===== src/rtl/i2c_tgt_rx_dma.sv =====
module i2c_tgt_rx_dma #(
  parameter int AW = 32,
  parameter int LW = 16
) (
  input  logic          clk,
  input  logic          rst_n,
  input  logic          reg_we,
  input  logic [2:0]    reg_sel,
  input  logic [31:0]   reg_wdata,
  output logic [31:0]   reg_rdata,
  input  logic          ev_start,
  input  logic          ev_byte,
  input  logic [7:0]    ev_data,
  input  logic          ev_stop,
  output logic [6:0]    tgt_addr,
  output logic          rsp_vld,
  output logic          rsp_ack,
  output logic          rsp_err,
  output logic          mem_we,
  output logic [AW-1:0] mem_addr,
  output logic [7:0]    mem_wdata,
  output logic          irq
);
  localparam int PD = 16;
  localparam logic [31:0] DONE_SET = 32'h0001_0094;
  localparam logic [31:0] KEEP_HI  = 32'hFFFC_0000;

  logic [31:0] r_own, r_base, r_len, r_cmd, r_ien, r_st, r_cnt;
  logic [AW-1:0] waddr;
  logic [LW:0]   wlen;
  logic          active;
  logic [31:0]   st_nx;

  wire wr_own  = reg_we && reg_sel == 3'd0;
  wire wr_base = reg_we && reg_sel == 3'd1;
  wire wr_len  = reg_we && reg_sel == 3'd2;
  wire wr_cmd  = reg_we && reg_sel == 3'd3;
  wire wr_ien  = reg_we && reg_sel == 3'd4;
  wire wr_st   = reg_we && reg_sel == 3'd5;
  wire wr_cnt  = reg_we && reg_sel == 3'd6;
  wire pkt_mode = r_ien[0];
  wire take     = ev_byte && active && wlen != '0;

  assign tgt_addr = r_own[6:0];
  assign irq      = |r_st;

  always_comb begin
    case (reg_sel)
      3'd0: reg_rdata = r_own;
      3'd1: reg_rdata = r_base;
      3'd2: reg_rdata = r_len;
      3'd3: reg_rdata = r_cmd;
      3'd4: reg_rdata = r_ien;
      3'd5: reg_rdata = r_st;
      3'd6: reg_rdata = r_cnt;
      default: reg_rdata = '0;
    endcase
  end

  always_comb begin
    st_nx = r_st;
    if (wr_st) begin
      if (pkt_mode) begin
        if (r_st[PD] && reg_wdata[PD]) st_nx = r_st & KEEP_HI;
      end else begin
        st_nx = r_st & ~reg_wdata;
      end
    end
    if (ev_stop) st_nx = st_nx | DONE_SET;
  end

  always_ff @(posedge clk or negedge rst_n) begin
    if (!rst_n) begin
      r_own <= '0; r_base <= '0; r_len <= '0; r_cmd <= '0;
      r_ien <= '0; r_st <= '0; r_cnt <= '0;
      waddr <= '0; wlen <= '0; active <= 1'b0;
      rsp_vld <= 1'b0; rsp_ack <= 1'b0; rsp_err <= 1'b0;
      mem_we <= 1'b0; mem_addr <= '0; mem_wdata <= '0;
    end else begin
      rsp_vld <= 1'b0;
      rsp_ack <= 1'b0;
      rsp_err <= 1'b0;
      mem_we  <= 1'b0;
      r_st    <= st_nx;
      if (wr_own)  r_own  <= reg_wdata;
      if (wr_base) r_base <= reg_wdata;
      if (wr_ien)  r_ien  <= reg_wdata;
      if (wr_cnt)  r_cnt  <= '0;
      if (wr_len) begin
        if (reg_wdata[31]) r_len[LW-1:0] <= reg_wdata[LW-1:0];
        else               r_len <= reg_wdata;
      end
      if (wr_cmd) r_cmd <= reg_wdata[31] ? (r_cmd | reg_wdata) : reg_wdata;

      if (ev_start) begin
        rsp_vld <= 1'b1;
        if (r_cmd[0]) begin
          active  <= 1'b1;
          r_cnt   <= '0;
          waddr   <= r_base[AW-1:0];
          wlen    <= {1'b0, r_len[LW-1:0]} + 1'b1;
          rsp_ack <= 1'b1;
        end else begin
          active  <= 1'b0;
          rsp_err <= 1'b1;
        end
      end else if (ev_byte) begin
        rsp_vld <= 1'b1;
        if (take) begin
          mem_we    <= 1'b1;
          mem_addr  <= waddr;
          mem_wdata <= ev_data;
          waddr     <= waddr + 1'b1;
          wlen      <= wlen - 1'b1;
          r_cnt     <= r_cnt + 1'b1;
          rsp_ack   <= 1'b1;
        end
      end else if (ev_stop) begin
        active <= 1'b0;
      end
    end
  end

  AST_REFUSE: assert property (@(posedge clk) disable iff (!rst_n)
    ev_start && !r_cmd[0] |=> rsp_err && !rsp_ack);
  AST_WRITE_ACKED: assert property (@(posedge clk) disable iff (!rst_n)
    mem_we |-> rsp_ack && rsp_vld);
  AST_STOP_IRQ: assert property (@(posedge clk) disable iff (!rst_n)
    ev_stop |=> irq && r_st[PD]);
  AST_PKT_ACK: assert property (@(posedge clk) disable iff (!rst_n)
    wr_st && pkt_mode && r_st[PD] && reg_wdata[PD] && !ev_stop |=> r_st[17:0] == '0);
  AST_CNT_CLR: assert property (@(posedge clk) disable iff (!rst_n)
    wr_cnt && !ev_start && !ev_byte |=> r_cnt == '0);
  AST_NO_OVERRUN: assert property (@(posedge clk) disable iff (!rst_n)
    ev_byte && wlen == '0 |=> !mem_we && !rsp_ack && $stable(r_cnt));
endmodule


===== config.mk =====
export PLATFORM = sky130hd
export DESIGN_NAME = i2c_tgt_rx_dma
export DESIGN_NICKNAME = d
export VERILOG_FILES = /design/src/rtl/i2c_tgt_rx_dma.sv
export SDC_FILE = /design/constraint.sdc
export NUM_CORES = 1
export LEC_CHECK = 0
export ABC_AREA = 0
export BUFFER_PORTS_ARGS = -buffer_cell sky130_fd_sc_hd__buf_2
export CORE_MARGIN = 5
export CORE_UTILIZATION = 55
export DETAILED_ROUTE_END_ITERATION = 10
export PLACE_DENSITY = 0.72
export SLEW_MARGIN = 10
export SYNTH_ARGS = -nofsm -noshare
export SYNTH_HDL_FRONTEND = slang
export SYNTH_SLANG_ARGS = --single-unit

===== constraint.sdc =====
create_clock -name clk -period 2.6 [get_ports clk]
set_input_delay 0.52 -clock clk [delete_from_list [all_inputs] [get_ports clk]]
set_output_delay 0.52 -clock clk [all_outputs]
set_load 0.005 [all_outputs]

==> reports/qor.csv, run 1 <==
metric,value,unit
hold_class,primary input to register,
grt_start_max_net_pins,65,
die_area,32400,um^2
cp-end-kind,output port,
arrival,2.08,ns
power.density,830,nW/um^2
r2r_cells,9,
gp_congestion,0.892,
clock.fmax,0.384,GHz
hpwl,33.3,mm
fin_skew,0.0202,ns
synthMostInstantiatedCell,dfrtp_1,
timing_worst_setup_path_type,register to output port,
ys_types,76,
crit_chain,nor4_1 -> buf_4 -> nand4_1 -> or2_2 -> buf_2,
min_period,2.60,ns
ir_worst_vdd,0.000541,V
fin_util,0.646,
slew_violations,0,
worst_slew_pin_slew,0.731,ns
drive_above_1_share,0.269,
first_global_vias,13000,
clockBufferDepth,3,
synth-seq-area-share,0.499,
syn_nets,1573,
clk_pin_slew,0.06,ns
die_x,180,um
fin_cells,2069,
num-nets-final,1716,
grt_overflow,0,
drc,0,
drt-total-wl,47.7,mm
grt_pass1_wl,75.5,mm
hold_viol,0,
setup_viol,1,
synth_commonest_cells,"dfrtp_1 (317), nand2_1 (185), mux2_2 (139), o21ai_0 (97), a21oi_1 (74)",
postRouteAntennaNets,0,
area_growth,16.4,%
crit_family,simple AND/OR/NAND/NOR gates,
start_kind,register,
wl_per_cell,23.0,um
slew-limit-headroom,0.511,
cp.required,2.08,ns
yosys_most_used_dff,dfrtp_1,
worst_slack,-0.00455,ns
holdPathStages,3,
crit_buf_inv,2,
via_per_inst,6.31,
leakage,8.26,nW
cts-root-buf,clkbuf_16,
ioPinCount,133,
dp_cells,2008,
violations,setup timing,
drt_iter0_drc,1260,
die_h,180,um
initial_core_util,0.555,
path_depth,5,
numCtsBuffers,35,
syn_area_per_cell,10.5,um^2
status,"finished, violations left",
dr.pass1.iters,5,
synth_seq_cells,317,
clk_latency,0.52,ns
vias,13100,
yosysTopAreaCell,dfrtp_1,
synth_area,15900,um^2
max_stage_delay,0.49,ns
cts_tree,built,
yosys_warnings,0,
fin_crit_sh,1.00,
rows,62,
synthCells,1519,
antenna_found_initial,0,
synthTopCellsByArea,"dfrtp_1 (50%), mux2_2 (9.8%), nand2_1 (4.4%)",
clkSinkCount,317,
crit_fanout,3,
crit_slowest_cell,dfrtp_1,
antennaDiodeCount,0,
timing.hold.ws,0.187,ns
synth_top_cell_area_share,0.499,
synth-edff-count,0,
track_usage,0.289,
htreeDepth,2,
core,28600,um^2
portBuffers,132,
maxCapViolations,0,
async_flop_share,1.00,
timing repair:
action | 4_1_cts | 5_1_grt
hold buffers | 1 | 0
pin swaps | 0 | 0
gates resized for setup | 1 | 6
hold endpoints to repair | 44 | 0
buffers inserted | 0 | 0
setup endpoints to repair | 1 | 21
flip-flops by register name, indices dropped and copies added (netlist names), 8 cells and up:
signal / cells
r_len: 31
r_own: 32
waddr: 32
r_ien: 32
r_cmd: 32
r_cnt: 32
mem_wdata: 8
wlen: 17
r_st: 32
mem_addr: 32
r_base: 32
worst register-to-register path: cells and delay by family, from the launching register on:
kind            cells  cell delay [ns]
compound gates      3             0.50
buf+inv             3             0.46
flops               1             0.46
simple gates        3             0.84
routing by layer:
metal / share of wire / routed length (um) / GRT usage / up-vias
li1: - / - / - / 5830
met1: 0.43 / 20500 / 0.404 / 6576
met2: 0.47 / 22300 / 0.459 / 534
met3: 0.060 / 2850 / 0.0402 / 112
met4: 0.043 / 2050 / 0.115 / 0
met5: 0 / 0 / 0 / -
area by class of cell:
cell class,count,area [um^2]
Clock buffer,51,1030
Clock inverter,9,85.1
Fill cell,2252,10100
Inverter,23,86.3
Multi-Input combinational cell,1069,7380
Sequential cell,317,7930
Tap cell,384,480
Timing Repair Buffer,216,1510
cell usage in the layout, fill, tap and decap left out, types with 6 or more instances in the layout:
master	synthesis	layout
buf_2	38	130
a21oi_1	74	74
and2_1	27	27
nor2b_1	10	10
clkbuf_16	0	36
nor2_1	64	64
nor4_1	13	9
clkinv_2	0	6
or3_1	11	11
o21ai_0	97	96
xnor2_1	7	7
a22oi_1	43	43
nand2_1	185	185
a21boi_0	15	15
mux2i_1	42	42
nand3b_1	10	10
a22o_1	32	32
mux2_2	139	139
o221ai_1	7	7
clkbuf_8	1	7
clkbuf_1	47	8
nand2b_1	14	14
nor3_1	18	17
inv_1	22	22
buf_4	14	68
nand3_1	58	57
buf_12	0	16
xor2_1	16	16
a31oi_1	10	10
and4_1	6	6
a221o_1	7	7
o211ai_1	6	6
mux4_2	8	8
and3_1	22	22
o22ai_1	14	14
dfrtp_1	317	317
nand4_1	29	29
kinds of logic after synthesis:
family	count (synthesis)	synth area share
AO/OA/AOI/OAI	357	0.148
multiplexers	189	0.136
flip-flops	317	0.499
XOR/XNOR	23	0.0127
adder cells (fa/ha/maj)	5	0.00394
buffers and inverters	133	0.0403
AND/OR/NAND/NOR	495	0.160
path summary, 6_finish.rpt:
check                             start      endpoint  slack, ns
setup / recovery               r_st[25]           irq     -0.005
hold / removal               ev_data[7]  mem_wdata[7]       0.19
setup reg to reg                wlen[2]     waddr[11]       0.20
max in group asynchronous         rst_n       wlen[3]       1.33
min in group asynchronous         rst_n     r_ien[28]       0.56
hold reg to reg            mem_wdata[2]  mem_wdata[2]       0.47
power breakdown:
part           switching [mW]  internal, mW
registers                1.11          6.08
clock network            2.01          2.84
logic                    1.69          1.63
metrics by stage:
stage          power [mW]  setup WS [ns]  cell area (um^2)   TNS, ns
2_1_floorplan        9.04          0.210             15900         0
3_3_place_gp         10.4         0.0969             17300         0
3_5_place_dp         10.5         0.0877             17300         0
4_1_cts              15.4       0.000730             18500         0
5_1_grt              16.1        -0.0107             18500   -0.0107
6_report             15.4       -0.00455             18500  -0.00455
Power figures use the tool's default switching activity.
==> run 2, diff against run 1 <==
--- a/config.mk
+++ b/config.mk
@@ -5,7 +5,7 @@
 export SDC_FILE = /design/constraint.sdc
 export NUM_CORES = 1
 export LEC_CHECK = 0
-export ABC_AREA = 0
+export ABC_AREA = 1
 export BUFFER_PORTS_ARGS = -buffer_cell sky130_fd_sc_hd__buf_2
 export CORE_MARGIN = 5
 export CORE_UTILIZATION = 55
==> run 2 against run 1 <==
  * The flow now finishes without violations
  * Final cell count rose by 31%
  * Maximum frequency rose by 7.2%
  * Core utilization is 1.7 points lower
  * Setup slack better by 0.18 ns
  * Non-clock buffer count decreased by 40
  * Power fell by 3.3%
  * Design area increased by 0.29%
  * Routed wire length up 7.5%
  * Clock skew decreased by 0.0083 ns
  * Synthesized cell count increased by 44%
  * Die area up 2.6%
  * Area after synthesis up 2.8%
  * Critical path type unchanged
==> reports/qor.csv, run 2 <==
metric,value,unit
postRouteAntennaNets,0,
gr-usage-met1,0.456,
status,"finished, final reports clean",
antenna_found_initial,0,
use_met2,0.466,
cp.required,2.08,ns
synth_commonest_cells,"nand2_1 (752), dfrtp_1 (317), o21ai_0 (251), inv_1 (176), nor2_1 (158)",
vias,15600,
area_growth,13.6,%
synthTopCellsByArea,"dfrtp_1 (49%), nand2_1 (17%), o21ai_0 (7.7%)",
hp-start,reg_wdata[24],
final_common_cell,nand2_1,
track_usage,0.306,
timing_worst_setup_path_type,register to output port,
grt_start_max_net_pins,80,
hold_path_end,r_st[24],
synthMostInstantiatedCell,nand2_1,
grt.met3_usage,0.0506,
hpwl,36.7,mm
die_area,33300,um^2
yosys_warnings,0,
portBuffers,132,
busiest_layer,met2,
cp-end-kind,output port,
slew_violations,0,
synth-edff-count,0,
crit_fanout,6,
cts_tree,built,
yosysTopAreaCell,dfrtp_1,
dp_cells,2641,
fin_crit_sh,0.934,
htreeDepth,2,
clk_latency,0.52,ns
async_flop_share,1.00,
r2r_cells,13,
dr.pass1.iters,5,
hold_viol,0,
maxCapViolations,0,
first_global_vias,14700,
fin_skew,0.0119,ns
r2r-start,wlen[0],
drc,0,
core,29500,um^2
synth_area,16300,um^2
synthCells,2181,
min_period,2.43,ns
ys_types,41,
clkSinkCount,317,
slew-limit-headroom,0.517,
gp_congestion,0.928,
cts_resized,0,
rrSetupSlack,0.46,ns
die_h,182,um
clock.fmax,0.412,GHz
reg2reg_to,wlen[11],
total_power,14.8,mW
synth_top_cell_area_share,0.486,
drive_above_1_share,0.116,
synth-seq-area-share,0.486,
antennaDiodeCount,0,
hold_class,primary input to register,
fill_cells,2736,
rows,63,
synth_seq_cells,317,
ioPinCount,133,
arrival,1.91,ns
grt_pass1_wl,81.6,mm
setup_viol,0,
start_kind,register,
fin_cells,2705,
place_worst_setup_slack,0.187,ns
ir_worst_vdd,0.000812,V
yosys_most_used_dff,dfrtp_1,
layout_common_cells,"nand2_1 (750), dfrtp_1 (317), o21ai_0 (251), inv_1 (175), nor2_1 (158)",
numCtsBuffers,36,
drt-total-wl,51.2,mm
rsz0062_at_grt,no,
finalSetupTns,0,ns
wl_per_cell,18.9,um
grt_overflow,0,
via_per_inst,5.77,
worst_slack,0.171,ns
syn_nets,2235,
holdPathStages,2,
cts-root-buf,clkbuf_16,
drt_iter0_drc,1857,
clockBufferDepth,3,
leakage,8.99,nW
num-nets-final,2344,
initial_core_util,0.554,
die_x,182,um
clk_pin_slew,0.06,ns
worst_slew_pin_slew,0.725,ns
syn_area_per_cell,7.49,um^2
power.density,800,nW/um^2
[run 2: changes by cell type in the layout (fill, tap and decap cells not counted), sizes merged, moves of 42 or more]
| cell | delta |
|---|---|
| nor2 | +104 |
| o21ai | +174 |
| mux2 | -139 |
| nand3 | +72 |
| inv | +166 |
| nand2 | +574 |
| mux2i | -42 |
[run 2: what timing repair did]
action	4_1_cts	5_1_grt
hold buffers	1	0
setup buffers	0	0
endpoints found under the hold margin	39	0
endpoints found under the setup margin	0	0
[run 2: how the worst max path moves through the flow]
stage | start | end | slack (ns) | depth (start not counted)
after detailed placement | reg_sel[0] | reg_rdata[27] | 0.19 | 10
after global routing | reg_sel[1] | reg_rdata[27] | 0.10 | 10
after floorplan | reg_sel[0] | reg_rdata[20] | 0.69 | 8
after global placement | reg_sel[0] | reg_rdata[27] | 0.15 | 10
final | r_cnt[10] | reg_rdata[10] | 0.17 | 5
after CTS | r_st[6] | irq | 0.16 | 5
[run 2: kinds of logic (layout without fill, tap and decap cells)]
| group | after synthesis | count (layout) | share of synthesized area |
|---|---|---|---|
| simple gates | 1119 | 1119 | 0.280 |
| compound gates | 420 | 420 | 0.141 |
| flops | 317 | 317 | 0.486 |
| buf+inv | 295 | 429 | 0.0762 |
| xor+xnor | 25 | 25 | 0.0134 |
| fa+ha+maj | 5 | 5 | 0.00383 |
[run 2: worst max-delay path, stage by stage (launching register included)]
cell and delay, ns:
dfrtp_1 0.51, nand2_1 0.13, o21ai_0 0.14, a221oi_1 0.37, nand2_1 0.10, buf_2 0.15
[run 2: metrics by stage]
stage / hold WS (ns) / cell area [um^2] / utilization
floorplan: 0.224 / 16300 / -
finish: 0.187 / 18600 / 0.629
CTS: 0.176 / 18600 / 0.629
global route: 0.191 / 18600 / 0.629
detailed placement: 0.457 / 17400 / 0.590
global placement: 0.457 / 17400 / 0.590
[run 2: report_power, final]
| part | total [mW] | internal, mW | switching (mW) |
|---|---|---|---|
| logic | 3.02 | 1.12 | 1.90 |
| registers | 6.90 | 5.97 | 0.932 |
| clock network | 4.92 | 2.94 | 1.98 |
| total | 14.8 | 10.0 | 4.81 |
[run 2: final cells by class]
| cell class | count | area, um^2 | area share |
|---|---|---|---|
| flip-flops and latches | 317 | 7930 | 0.428 |
| multi-input cells | 1569 | 7170 | 0.386 |
| repair buffers | 176 | 1100 | 0.0595 |
| clock buffers | 54 | 1070 | 0.0577 |
| inverters | 190 | 716 | 0.0386 |
| well taps | 390 | 488 | 0.0263 |
| clock inverters | 9 | 77.6 | 0.00418 |
[run 2: per-layer routing]
layer	vias to the layer above	wire length (um)
li1	7308	-
met1	7436	22700
met2	758	22600
met3	101	4530
met4	0	1450
met5	-	0
==> run 3, diff against run 2 <==
--- a/config.mk
+++ b/config.mk
@@ -7,10 +7,12 @@
 export LEC_CHECK = 0
 export ABC_AREA = 1
 export BUFFER_PORTS_ARGS = -buffer_cell sky130_fd_sc_hd__buf_2
+export CELL_PAD_IN_SITES_DETAIL_PLACEMENT = 1
+export CELL_PAD_IN_SITES_GLOBAL_PLACEMENT = 1
 export CORE_MARGIN = 5
-export CORE_UTILIZATION = 55
+export CORE_UTILIZATION = 45
 export DETAILED_ROUTE_END_ITERATION = 10
-export PLACE_DENSITY = 0.72
+export PLACE_DENSITY = 0.92
 export SLEW_MARGIN = 10
 export SYNTH_ARGS = -nofsm -noshare
 export SYNTH_HDL_FRONTEND = slang
==> run 3 against run 2 <==
  * Power increased by 5.7%
  * Clock skew increased by 0.020 ns
  * Final cell count increased by 2.8%
  * The run now ends with setup timing left
  * Sequential power increased by 1%
==> reports/qor.csv, run 3 (synthesis results as in run 2) <==
metric,value,unit
status,"finished, violations left",
violations,setup timing,
drt-total-wl,63.6,mm
clockBufferDepth,3,
arrival,2.09,ns
ioPinCount,133,
slew-limit-headroom,0.587,
cp-end-kind,output port,
rows,69,
vias,16700,
via_per_inst,6.01,
clk_latency,0.55,ns
num-nets-final,2348,
cp.required,2.08,ns
slew_violations,0,
final_common_cell,nand2_1,
htreeDepth,2,
p_switching,5.40,mW
combPwrFrac,0.209,
gp_congestion,0.941,
wl_per_cell,22.9,um
fin_skew,0.0316,ns
start_kind,register,
power.internal,10.3,mW
leakage,9.05,nW
fill_cells,4519,
place_worst_setup_slack,0.0947,ns
antenna_found_initial,4,
hold_viol,0,
postRouteAntennaNets,0,
drt_iter0_drc,1722,
clock.fmax,0.383,GHz
max_stage_delay,0.48,ns
layout_common_cells,"nand2_1 (750), dfrtp_1 (317), o21ai_0 (251), inv_1 (175), nor2_1 (158)",
cts-root-buf,clkbuf_16,
die_area,40200,um^2
crit_chain,inv_1 -> o22ai_1 -> a21oi_1 -> o2111ai_1 -> buf_2,
rsz0062_at_grt,no,
dr.pass1.iters,5,
crit_fanout,4,
drive_above_1_share,0.119,
area_growth,15.0,%
worst_slew_pin_slew,0.619,ns
clk_pin_slew,0.06,ns
hpwl,43.6,mm
ir_worst_vdd,0.000575,V
maxCapViolations,0,
track_usage,0.308,
fin_crit_sh,1.00,
die_h,201,um
hold_class,primary input to register,
cts_setup_buffers,0,
total_power,15.7,mW
initial_core_util,0.457,
numCtsBuffers,37,
setup_viol,1,
grt_start_max_net_pins,83,
power_frac_clock,0.345,
first_global_vias,17700,
die_x,201,um
drc,0,
grt_pass1_wl,99.6,mm
core,35700,um^2
multiInputGateArea,7180,um^2
seq_area,7930,um^2
clkSinkCount,317,
power.density,835,nW/um^2
cts_tree,built,
timing_worst_setup_path_type,register to output port,
seq_power_share,0.446,
portBuffers,132,
switching_share,0.344,
grt_overflow,0,
crit_slowest_cell,dfrtp_1,
antennaDiodeCount,0,
worst_slack,-0.0119,ns
timing.hold.ws,0.152,ns
min_period,2.61,ns
==> run 3: cell types whose count changed in the layout (fill, tap and decap cells not counted), sizes merged <==
cell      delta
buf          +3
bufinv       +2
clkbuf       -2
clkinvlp     +2
inv          -1
==> run 3: final timing paths <==
path,from,slack (ns),cells after the start,endpoint
max,r_cmd[0],-0.01,5,reg_rdata[0]
min,reg_wdata[28],0.15,2,r_st[28]
max reg2reg,wlen[0],0.31,12,waddr[14]
min reg2reg,mem_wdata[1],0.48,2,mem_wdata[1]
max in group asynchronous,rst_n,1.50,3,r_ien[11]
min in group asynchronous,rst_n,0.40,2,wlen[8]
==> run 3: what timing repair did <==
item	4_1_cts	5_1_grt
resized for setup	1	3
endpoints found under the hold margin	9	0
hold buffers	1	0
setup endpoints to repair	1	2
==> run 3: per-stage QoR <==
stage,TNS [ns],cells,utilization,area (um^2)
4_1_cts,0,2780,0.525,18800
5_1_grt,0,2780,0.526,18800
6_report,-0.0119,2780,0.526,18800
2_1_floorplan,0,2181,-,16300
3_5_place_dp,0,2715,0.490,17500
3_3_place_gp,0,2715,0.490,17500
==> run 3: final cells by class <==
type                            count  share of cell area
Inverter                          190              0.0382
Sequential cell                   317               0.422
Clock inverter                     12             0.00906
Timing Repair Buffer              179              0.0606
Multi-Input combinational cell   1569               0.382
Clock buffer                       52              0.0571
Tap cell                          461              0.0307
==> run 3: power groups by stage <==
| stage | sequential, mW | clock, mW | combinational (mW) |
|---|---|---|---|
| 3_3_place_gp | 6.90 | 0 | 2.96 |
| 3_5_place_dp | 7.00 | 0 | 3.17 |
| 5_1_grt | 7.09 | 5.67 | 3.66 |
| 2_1_floorplan | 6.65 | 0 | 1.95 |
| 4_1_cts | 6.94 | 5.48 | 3.27 |
| 6_report | 7.00 | 5.42 | 3.28 |
==> run 3: critical path, delay by kind of cell (launching register included) <==
| kind | cells | cell delay [ns] |
|---|---|---|
| AOI/OAI and AO/OA | 3 | 0.69 |
| buffers and inverters | 2 | 0.36 |
| DFF | 1 | 0.48 |
==> run 3: metal layers <==
| layer | part of all wire | up-vias | global-route usage |
|---|---|---|---|
| li1 | - | 7306 | - |
| met1 | 0.40 | 8334 | 0.390 |
| met2 | 0.48 | 858 | 0.515 |
| met3 | 0.090 | 207 | 0.0738 |
| met4 | 0.038 | 6 | 0.118 |
| met5 | 0.00061 | - | 0 |
